`config.mk`:
```
export PLATFORM = sky130hd
export DESIGN_NAME = pic_cascade_ctrl
export DESIGN_NICKNAME = d
export VERILOG_FILES = /design/src/rtl/pic_pkg.sv /design/src/rtl/pic_req_map.sv /design/src/rtl/pic_prio_unit.sv /design/src/rtl/pic_cascade_ctrl.sv
export SDC_FILE = /design/constraint.sdc
export NUM_CORES = 1
export LEC_CHECK = 0
export ABC_CLOCK_PERIOD_IN_PS = 6100
export BUFFER_PORTS_ARGS = -buffer_cell sky130_fd_sc_hd__buf_2
export CAP_MARGIN = 20
export CORE_MARGIN = 4
export CORE_UTILIZATION = 56
export DETAILED_ROUTE_END_ITERATION = 6
export GPL_TIMING_DRIVEN = 0
export PLACE_DENSITY_LB_ADDON = 0.08
export SYNTH_ARGS = -nofsm -noshare
export SYNTH_HDL_FRONTEND = slang
export SYNTH_SLANG_ARGS = --single-unit
```
`constraint.sdc`:
```
create_clock -name clk_i -period 6.1 [get_ports clk_i]
set_clock_uncertainty 0.05 [all_clocks]
set_input_delay 0.915 -clock clk_i [delete_from_list [all_inputs] [get_ports clk_i]]
set_output_delay 0.915 -clock clk_i [all_outputs]
set_load 0.02 [all_outputs]
```
`src/rtl/pic_pkg.sv`:
```
package pic_pkg;
  localparam int UNIT_N       = 8;
  localparam int IDX_W        = $clog2(UNIT_N);
  localparam int LINE_N       = 2 * UNIT_N;
  localparam int LINE_W       = $clog2(LINE_N);
  localparam int VEC_W        = 8;
  localparam int CASCADE_SLOT = 2;
  localparam int ALIAS_LINE   = 9;

  // index of the lowest set bit (highest rank); 0 when empty
  function automatic logic [IDX_W-1:0] first_set(input logic [UNIT_N-1:0] v);
    logic [IDX_W-1:0] r;
    r = '0;
    for (int i = UNIT_N - 1; i >= 0; i--)
      if (v[i]) r = IDX_W'(i);
    return r;
  endfunction

  function automatic logic [UNIT_N-1:0] bit_of(input logic [IDX_W-1:0] idx);
    return UNIT_N'(1) << idx;
  endfunction

  // full line number from the two unit winners
  function automatic logic [LINE_W-1:0] line_of(input logic cas,
                                                input logic [IDX_W-1:0] p,
                                                input logic [IDX_W-1:0] s);
    return cas ? LINE_W'(UNIT_N) + LINE_W'(s) : LINE_W'(p);
  endfunction

  function automatic logic [VEC_W-1:0] vector_of(input logic [VEC_W-1:0] base,
                                                 input logic [LINE_W-1:0] line);
    return base + VEC_W'(line);
  endfunction
endpackage

```
`src/rtl/pic_req_map.sv`:
```
module pic_req_map
  import pic_pkg::*;
(
  input  logic [LINE_N-1:0] req_i,
  input  logic [LINE_N-1:0] mask_i,
  input  logic              casc_i,
  output logic [UNIT_N-1:0] prim_req_o,
  output logic [UNIT_N-1:0] sec_req_o
);
  for (genvar g = 0; g < LINE_N; g++) begin : g_line
    if (g == CASCADE_SLOT) begin : g_casc
      assign prim_req_o[g] = casc_i & ~mask_i[g];
    end else if (g < UNIT_N) begin : g_prim
      assign prim_req_o[g] = req_i[g] & ~mask_i[g];
    end else if (g == ALIAS_LINE) begin : g_alias
      assign sec_req_o[g-UNIT_N] = (req_i[g] | req_i[CASCADE_SLOT]) & ~mask_i[g];
    end else begin : g_sec
      assign sec_req_o[g-UNIT_N] = req_i[g] & ~mask_i[g];
    end
  end
endmodule

```
`src/rtl/pic_prio_unit.sv`:
```
module pic_prio_unit
  import pic_pkg::*;
#(
  parameter int NEST_SLOT = UNIT_N  // slot that may re-enter while in service
) (
  input  logic [UNIT_N-1:0] req_i,
  input  logic [UNIT_N-1:0] isr_i,
  output logic              irq_o,
  output logic [IDX_W-1:0]  win_o
);
  logic [IDX_W-1:0] top;
  logic             nest_ok;

  assign win_o   = first_set(req_i);
  assign top     = first_set(isr_i);
  assign nest_ok = (win_o == top) && (int'(win_o) == NEST_SLOT);
  assign irq_o   = (|req_i) && (!(|isr_i) || (win_o < top) || nest_ok);

  always_comb begin
    if (irq_o && (int'(win_o) != NEST_SLOT))
      p_winner_free_r7: assert (!isr_i[win_o]);
  end
endmodule

```
`src/rtl/pic_cascade_ctrl.sv`:
```
module pic_cascade_ctrl
  import pic_pkg::*;
(
  input  logic                clk_i,
  input  logic                rst_ni,
  input  logic [LINE_N-1:0]   req_i,
  input  logic                mask_we_i,
  input  logic [LINE_N-1:0]   mask_i,
  input  logic                base_we_i,
  input  logic [VEC_W-1:0]    base_i,
  input  logic                ack_i,
  input  logic                eoi_i,
  output logic                irq_o,
  output logic [VEC_W-1:0]    vector_o
);
  logic [LINE_N-1:0] mask_q;
  logic [VEC_W-1:0]  base_q, vec_q;
  logic [UNIT_N-1:0] pisr_q, sisr_q;
  logic [UNIT_N-1:0] prim_req, sec_req;
  logic              s_irq, p_irq;
  logic [IDX_W-1:0]  s_win, p_win, p_top, s_top;

  // named internal events
  logic              ack_take, take_cas, eoi_hit, eoi_cas;
  logic [UNIT_N-1:0] p_set, s_set, p_clr, s_clr, s_left;

  pic_req_map u_map (
    .req_i(req_i), .mask_i(mask_q), .casc_i(s_irq),
    .prim_req_o(prim_req), .sec_req_o(sec_req)
  );

  pic_prio_unit #(.NEST_SLOT(UNIT_N)) u_sec (
    .req_i(sec_req), .isr_i(sisr_q), .irq_o(s_irq), .win_o(s_win)
  );

  pic_prio_unit #(.NEST_SLOT(CASCADE_SLOT)) u_prim (
    .req_i(prim_req), .isr_i(pisr_q), .irq_o(p_irq), .win_o(p_win)
  );

  assign irq_o    = p_irq;
  assign vector_o = vec_q;

  assign ack_take = ack_i & p_irq;
  assign take_cas = int'(p_win) == CASCADE_SLOT;
  assign p_set    = ack_take ? bit_of(p_win) : '0;
  assign s_set    = (ack_take && take_cas) ? bit_of(s_win) : '0;

  assign p_top    = first_set(pisr_q);
  assign s_top    = first_set(sisr_q);
  assign eoi_hit  = eoi_i & (|pisr_q);
  assign eoi_cas  = eoi_hit && (int'(p_top) == CASCADE_SLOT);
  assign s_clr    = eoi_cas ? bit_of(s_top) : '0;
  assign s_left   = sisr_q & ~s_clr;
  assign p_clr    = (eoi_hit && (!eoi_cas || s_left == '0)) ? bit_of(p_top) : '0;

  always_ff @(posedge clk_i or negedge rst_ni) begin
    if (!rst_ni) begin
      mask_q <= '1;
      base_q <= '0;
      vec_q  <= '0;
      pisr_q <= '0;
      sisr_q <= '0;
    end else begin
      if (mask_we_i) mask_q <= mask_i;
      if (base_we_i) base_q <= base_i;
      if (ack_take)  vec_q  <= vector_of(base_q, line_of(take_cas, p_win, s_win));
      pisr_q <= (pisr_q & ~p_clr) | p_set;
      sisr_q <= (sisr_q & ~s_clr) | s_set;
    end
  end

  p_cascade_tracks_r9: assert property (@(posedge clk_i) disable iff (!rst_ni)
    pisr_q[CASCADE_SLOT] == (|sisr_q));

  p_vector_holds_r6: assert property (@(posedge clk_i) disable iff (!rst_ni)
    !(ack_i && irq_o) |=> $stable(vector_o));

  p_grow_on_ack_r5: assert property (@(posedge clk_i) disable iff (!rst_ni)
    !ack_i |=> (((pisr_q & ~$past(pisr_q)) == '0) && ((sisr_q & ~$past(sisr_q)) == '0)));

  p_eoi_retires_r9: assert property (@(posedge clk_i) disable iff (!rst_ni)
    (eoi_i && !ack_i && (|pisr_q)) |=>
      ($countones({pisr_q, sisr_q}) < $past($countones({pisr_q, sisr_q}))));

  p_all_masked_quiet_r2: assert property (@(posedge clk_i) disable iff (!rst_ni)
    (&mask_q) |-> !irq_o);
endmodule

```
== After elaboration in Yosys (flattened, before gate mapping) ==
Cells that the tools add are included.
Word-level totals
  register bits: 48
  latch bits: 0
  bits in writable memories: 0
  ROM bits: 0
  input port bits: 46
  output and inout port bits: 9
  word-level logic and storage cells: 112
  memories: 0
Cells by class
  $add $sub $neg: 2
  multipliers: 0
  divide/modulo/power cells: 0
  order comparisons: 2
  equality and inequality tests: 3
  shift operators: 4
  mux-type cells: 37
  bitwise operators: 41
  reduce and logical (&&, ||, !) cells: 18
Operators with widths (number)
  3-bit two-way mux: 32
  8-bit two-way mux: 4
  8-bit OR reduction: 4
  1-bit by 3-bit left shift with 8-bit output, first input constant: 4
  1-bit bitwise AND: 18
  8-bit bitwise AND: 2
  1-bit NOT: 16
  8-bit NOT: 2
  8-bit bitwise OR: 2
  8-bit by 4-bit adder with 8-bit output: 1
  8-bit logical NOT: 1
  3-bit == test, second input constant: 2
  1-bit logical AND: 6
  3-bit less-than comparator: 2
  4-bit by 3-bit adder with 4-bit output, first input constant: 1
  1-bit logical OR: 4
  4-bit two-way mux: 1
  3-bit == test: 1
  1-bit logical NOT: 3
  1-bit bitwise OR: 1

== Logic depth before layout (Yosys ltp) ==
  word-level depth: 25
  gate-level depth with buffers: 22
  mapped depth without buffers: 21

== Hierarchy ==
Synthesis repeated with hierarchy kept, for this count alone.
Unflattened totals
  cell total of the unflattened synthesis: 280
  area total of the unflattened synthesis: 2846.5 µm²
By module, submodules not included
  pic_cascade_ctrl: instances 1, cells each 193, area each 2252.2 µm², sequential area each 1221.2 µm²
  pic_prio_unit at u_prim: instances 1, cells each 40, area each 275.3 µm², sequential area each 0.0 µm²
  pic_prio_unit at u_sec: instances 1, cells each 31, area each 215.2 µm², sequential area each 0.0 µm²
  pic_req_map: instances 1, cells each 16, area each 103.8 µm², sequential area each 0.0 µm²

== Worst setup path before layout ==
Ideal clock, no wire load.
  path type: in2out
  start: in req_i[15]
  end: out irq_o
  arrival: 4364 ps
  required time: 5135 ps
  slack: 771 ps
  cell stages on the path: 17
  buffers on the path: 0
  cells stage by stage: nor2b_1 -> nor2_1 -> o311ai_0 -> nand3_1 -> inv_1 -> ha_1 -> o21a_1 -> o22ai_2 -> a211oi_1 -> nor3_2 -> ha_1 -> nor2b_1 -> o21a_1 -> o21ai_0 -> o21a_1 -> a221oi_1 -> nor2_1
On the way
  cells in the longest elaborated chain, start to end: 20
  elaborated cells between the ends (all ways): 25
  classes of those cells: order compare: 2; eq/ne: 2; mux: 11; bitwise: 2; reduce/logical: 8
RTL lines
  start: declaration: RTL line pic_cascade_ctrl.sv:6  | input logic [LINE_N-1:0] req_i,
  1-bit bitwise AND (*): RTL line pic_req_map.sv:18  | assign sec_req_o[g-UNIT_N] = req_i[g] & ~mask_i[g];
  3-bit two-way mux (8 in a row): RTL line pic_pkg.sv:15  | if (v[i]) r = IDX_W'(i);
  3-bit less-than comparator: RTL line pic_prio_unit.sv:17  | assign irq_o = (|req_i) && (!(|isr_i) || (win_o < top) || nest_ok);
  1-bit logical OR: RTL line pic_prio_unit.sv:17
  1-bit logical AND (*): RTL line pic_prio_unit.sv:17
  1-bit bitwise AND (*): RTL line pic_req_map.sv:12  | assign prim_req_o[g] = casc_i & ~mask_i[g];
  3-bit two-way mux (3 in a row): RTL line pic_pkg.sv:15
  3-bit less-than comparator or 3-bit == test (tied branches): RTL line pic_prio_unit.sv:17, pic_prio_unit.sv:16
  1-bit logical OR or 1-bit logical AND (tied branches): RTL line pic_prio_unit.sv:17, pic_prio_unit.sv:16
  1-bit logical OR: RTL line pic_prio_unit.sv:17
  1-bit logical AND (*): RTL line pic_prio_unit.sv:17
  end: declaration: RTL line pic_cascade_ctrl.sv:13  | output logic irq_o,
Every way passes the cells marked *; elsewhere a longest branch is shown, timed or not.

== Final worst setup path ==
  start: in req_i[2]
  end: out irq_o
On the way
  cells in the longest elaborated chain, start to end: 15
  elaborated cells between the ends (all ways): 20
  classes of those cells: order compare: 2; eq/ne: 2; mux: 5; bitwise: 3; reduce/logical: 8
RTL lines
  1-bit bitwise OR (*): RTL line pic_req_map.sv:16  | assign sec_req_o[g-UNIT_N] = (req_i[g] | req_i[CASCADE_SLOT]) & ~mask_i[g];
  1-bit bitwise AND (*): RTL line pic_req_map.sv:16
  3-bit two-way mux (2 in a row): RTL line pic_pkg.sv:15
  3-bit less-than comparator: RTL line pic_prio_unit.sv:17
  1-bit logical OR: RTL line pic_prio_unit.sv:17
  1-bit logical AND (*): RTL line pic_prio_unit.sv:17
  1-bit bitwise AND (*): RTL line pic_req_map.sv:12
  3-bit two-way mux (3 in a row): RTL line pic_pkg.sv:15
  3-bit less-than comparator or 3-bit == test (tied branches): RTL line pic_prio_unit.sv:17, pic_prio_unit.sv:16
  1-bit logical OR or 1-bit logical AND (tied branches): RTL line pic_prio_unit.sv:17, pic_prio_unit.sv:16
  1-bit logical OR: RTL line pic_prio_unit.sv:17
  1-bit logical AND (*): RTL line pic_prio_unit.sv:17
Marks and branches as above.

==> impl_metrics.csv <==
group,metric,value,unit
floorplan,rows,26,
floorplan,dieWidth,80.3,microns
yosys,ys_ff_latch,48,
power,p_leak,1.54,nW
route,via_count,2344,
clock_network,cts.sinks,48,
yosys,synth_top_area_share,0.274,
global_routing,grt_usage,0.214,
sta,setup_slack,0.417,ns
place,dpl.hpwl,4800,microns
clock_network,clk_latency,0.30,ns
clock_network,cts.clk_slew.worst_paths,0.09,ns
clock_network,clockBufferDepth,2,
clock_network,cts_inserted_buffers,5,
global_routing,grt_pass1_wl,10800,microns
sta,tightest_slew,0.574,ns
min_path,hp-class,"reg2reg",
floorplan,die_area,0.00645,sq mm
yosys,synth_xor_area_frac,0.0180,
setup_path,path_cells,"buf_2 > o21bai_1 > and4_1 > nor2b_1 > ha_1 > a21o_1 > a21oi_1 > a211oi_1 > nor3_4 > ha_1 > nor2b_1 > o21a_1 > o21ai_1 > o21a_1 > a221oi_1 > nor2_1 > buf_2",
sta,hold_viol_final,0,
sta,period_minus_slack,5.68,ns
yosys,synth_top_family_by_area,"compound AO/OA/AOI/OAI gates",
place,gp_congestion,0.877,
setup_path,critPathRequiredTime,5.13,ns
yosys,synth_compound_area_frac,0.205,
route,drc,0,
route,drt_first_pass_iters,4,
yosys,syn_nets,339,
yosys,synthArstFlopShare,1.00,
clock_network,cts_tree,"done",
yosys,yosysSeqAreaShare,0.417,
power,power.density,503,mW/mm^2
yosys,syn_area,0.00293,sq mm
route,wirelength,6500,microns
yosys,avgSynthCellArea,10.3,sq um
cells_and_area,num_antenna_cells,0,
route,via_per_inst,5.62,
place,port_buffers,52,
setup_path,cpPeakStageDelay,0.35,ns
yosys,ys_top_cells_by_area,"dfrtp_1, dfstp_2, mux2_2",
cells_and_area,drive_gt1_frac,0.352,
yosys,syn_inst,283,
floorplan,ios,55,
yosys,synth_adder_area_share,0.0453,
setup_path,worst_setup_path_start_kind,"input port",
place,dp_slack,0.0499,ns
global_routing,grt_pass1_vias,2331,
yosys,yosys.area.top_type,"dfrtp_1",
yosys,synth_warnings,0,
route,ant_nets,0,
clock_network,clock_tree.root_cell,"clkbuf_8",
floorplan,core,0.00507,sq mm
yosys,synth.area.mux_share,0.119,
sta,drv_slew,0,
global_routing,grtUsageMet1,0.287,
cells_and_area,final_nets,402,
global_routing,gr-usage-met2,0.352,
setup_path,slowest_stage,"nor2b_1",
sta,fmax,176,MHz
yosys,yosys.area_share.simple,0.169,
setup_path,crit_path_max_fanout,8,
floorplan,die_y,80.3,microns
yosys,ys_dominant_reg_cell,"dfrtp_1",
floorplan,initial_core_util,0.577,
sta,rsz0062_at_grt,"false",
outcome,status,"complete, no violations",
setup_path,endpoint_kind,"primary output",
clock_network,htree_levels,2,
route,wire_per_inst,15.6,microns
global_routing,use_met3,0.0404,
global_routing,grt_antenna_before_repair,0,
global_routing,gr-total-overflow,0,
global_routing,grt_max_degree,49,
run,maxCapViolCount,0,
route,drtIter0Drc,108,
setup_path,critPathArrivalTime,4.72,ns
cells_and_area,areaGrowthSynthToFinish,18.1,%
yosys,synth_edf_count,0,
power,ir_drop,0.290,mV
cells_and_area,final_util,0.681,
setup_path,crit_type,"in2out",
sta,fin_crit_sh,0.932,
global_routing,grt_busiest_layer,"met2",
sta,setup-tns-final,0,ns
sta,max_slew_margin,0.617,
yosys,yosys.cell_types.count,54,
sta,finalSetupViolCount,0,
[through the flow]
stage          area, sq um  cells  hold WS (ns)  power (W)
2_1_floorplan         2930    283         0.415    0.00122
3_3_place_gp          3270    405         0.422    0.00142
3_5_place_dp          3270    405         0.426    0.00145
4_1_cts               3410    413         0.446    0.00173
5_1_grt               3460    417         0.464    0.00187
6_report              3460    417         0.444    0.00174
[power breakdown]
part	switching, W	internal [W]
combinational	0.000569	0.000412
sequential	0.0000692	0.000415
clock	0.000110	0.000164
[sequential cells by signal (all words and copies together) (netlist names)]
register	count
base_q	8
mask_q	16
pisr_q	8
sisr_q	8
vector_o	8
[cell usage after synthesis, types with 11 or more instances]
master and count:
nor2b_1 15, dfstp_2 16, o21ai_0 17, nor2_1 18, dfrtp_1 32, o31ai_1 13
nand2_1 19, nand2b_1 11, mux2_2 23, a21oi_1 11
[final timing paths]
kind	end	cells after the start	slack, ns	from
setup / recovery	irq_o	17	0.42	req_i[2]
hold / removal	vector_o[2]	1	0.44	vector_o[2]
setup reg to reg	vector_o[7]	20	1.40	mask_q[15]
hold reg to reg	vector_o[2]	1	0.44	vector_o[2]
max in group asynchronous	mask_q[2]	2	4.87	rst_ni
min in group asynchronous	sisr_q[6]	1	0.53	rst_ni
[critical path, delay by kind of cell]
family	cells	cell delay, ns
AND/OR/NAND/NOR	5	1.23
adder cells (fa/ha/maj)	2	0.61
AO/OA/AOI/OAI	8	1.68
buffers and inverters	2	0.28
[layout by cell type, fill, tap and decap left out, types with 8 or more instances in the layout]
cell type  synthesis  final
o21ai_0           17     16
buf_2              1     53
mux2_1             8      8
nor2_1            18     18
inv_1              9      9
nand2_1           19     19
nor2b_1           15     15
o31ai_1           13     13
a21oi_1           11     11
dfrtp_1           32     32
dfstp_2           16     16
nand2b_1          11     11
nand3_1            9      9
mux2_2            23     23
ha_1               9      9
[per-layer routing]
layer | routed length (microns) | vias up
met5 | 0 | -
met2 | 3280 | 48
met3 | 234 | 6
met4 | 62 | 0
met1 | 2920 | 1123
li1 | - | 1167
[cells by family (layout without fill, tap and decap cells)]
| group | after synthesis | after routing |
|---|---|---|
| simple gates | 93 | 93 |
| compound gates | 78 | 78 |
| flops | 48 | 48 |
| mux | 31 | 31 |
| buf+inv | 17 | 81 |
| fa+ha+maj | 10 | 10 |
| xor+xnor | 6 | 6 |
[what timing repair did]
action                                  in CTS  in global routing
setup buffers                                0                  3
endpoints found under the hold margin        0                  0
hold buffers                                 0                  0
gates resized for setup                      0                  2
endpoints found under the setup margin       0                  1
[final cells by class]
| type | count | area [sq um] |
|---|---|---|
| tap | 70 | 87.6 |
| sequential | 48 | 1220 |
| clock buffer | 6 | 72.6 |
| timing repair buffer | 56 | 303 |
| inverter | 10 | 37.5 |
| buffer | 7 | 38.8 |
| multi-input combinational | 218 | 1640 |
| clock inverter | 2 | 60.1 |
| fill | 419 | 1620 |
Power figures use the tool's default switching activity.
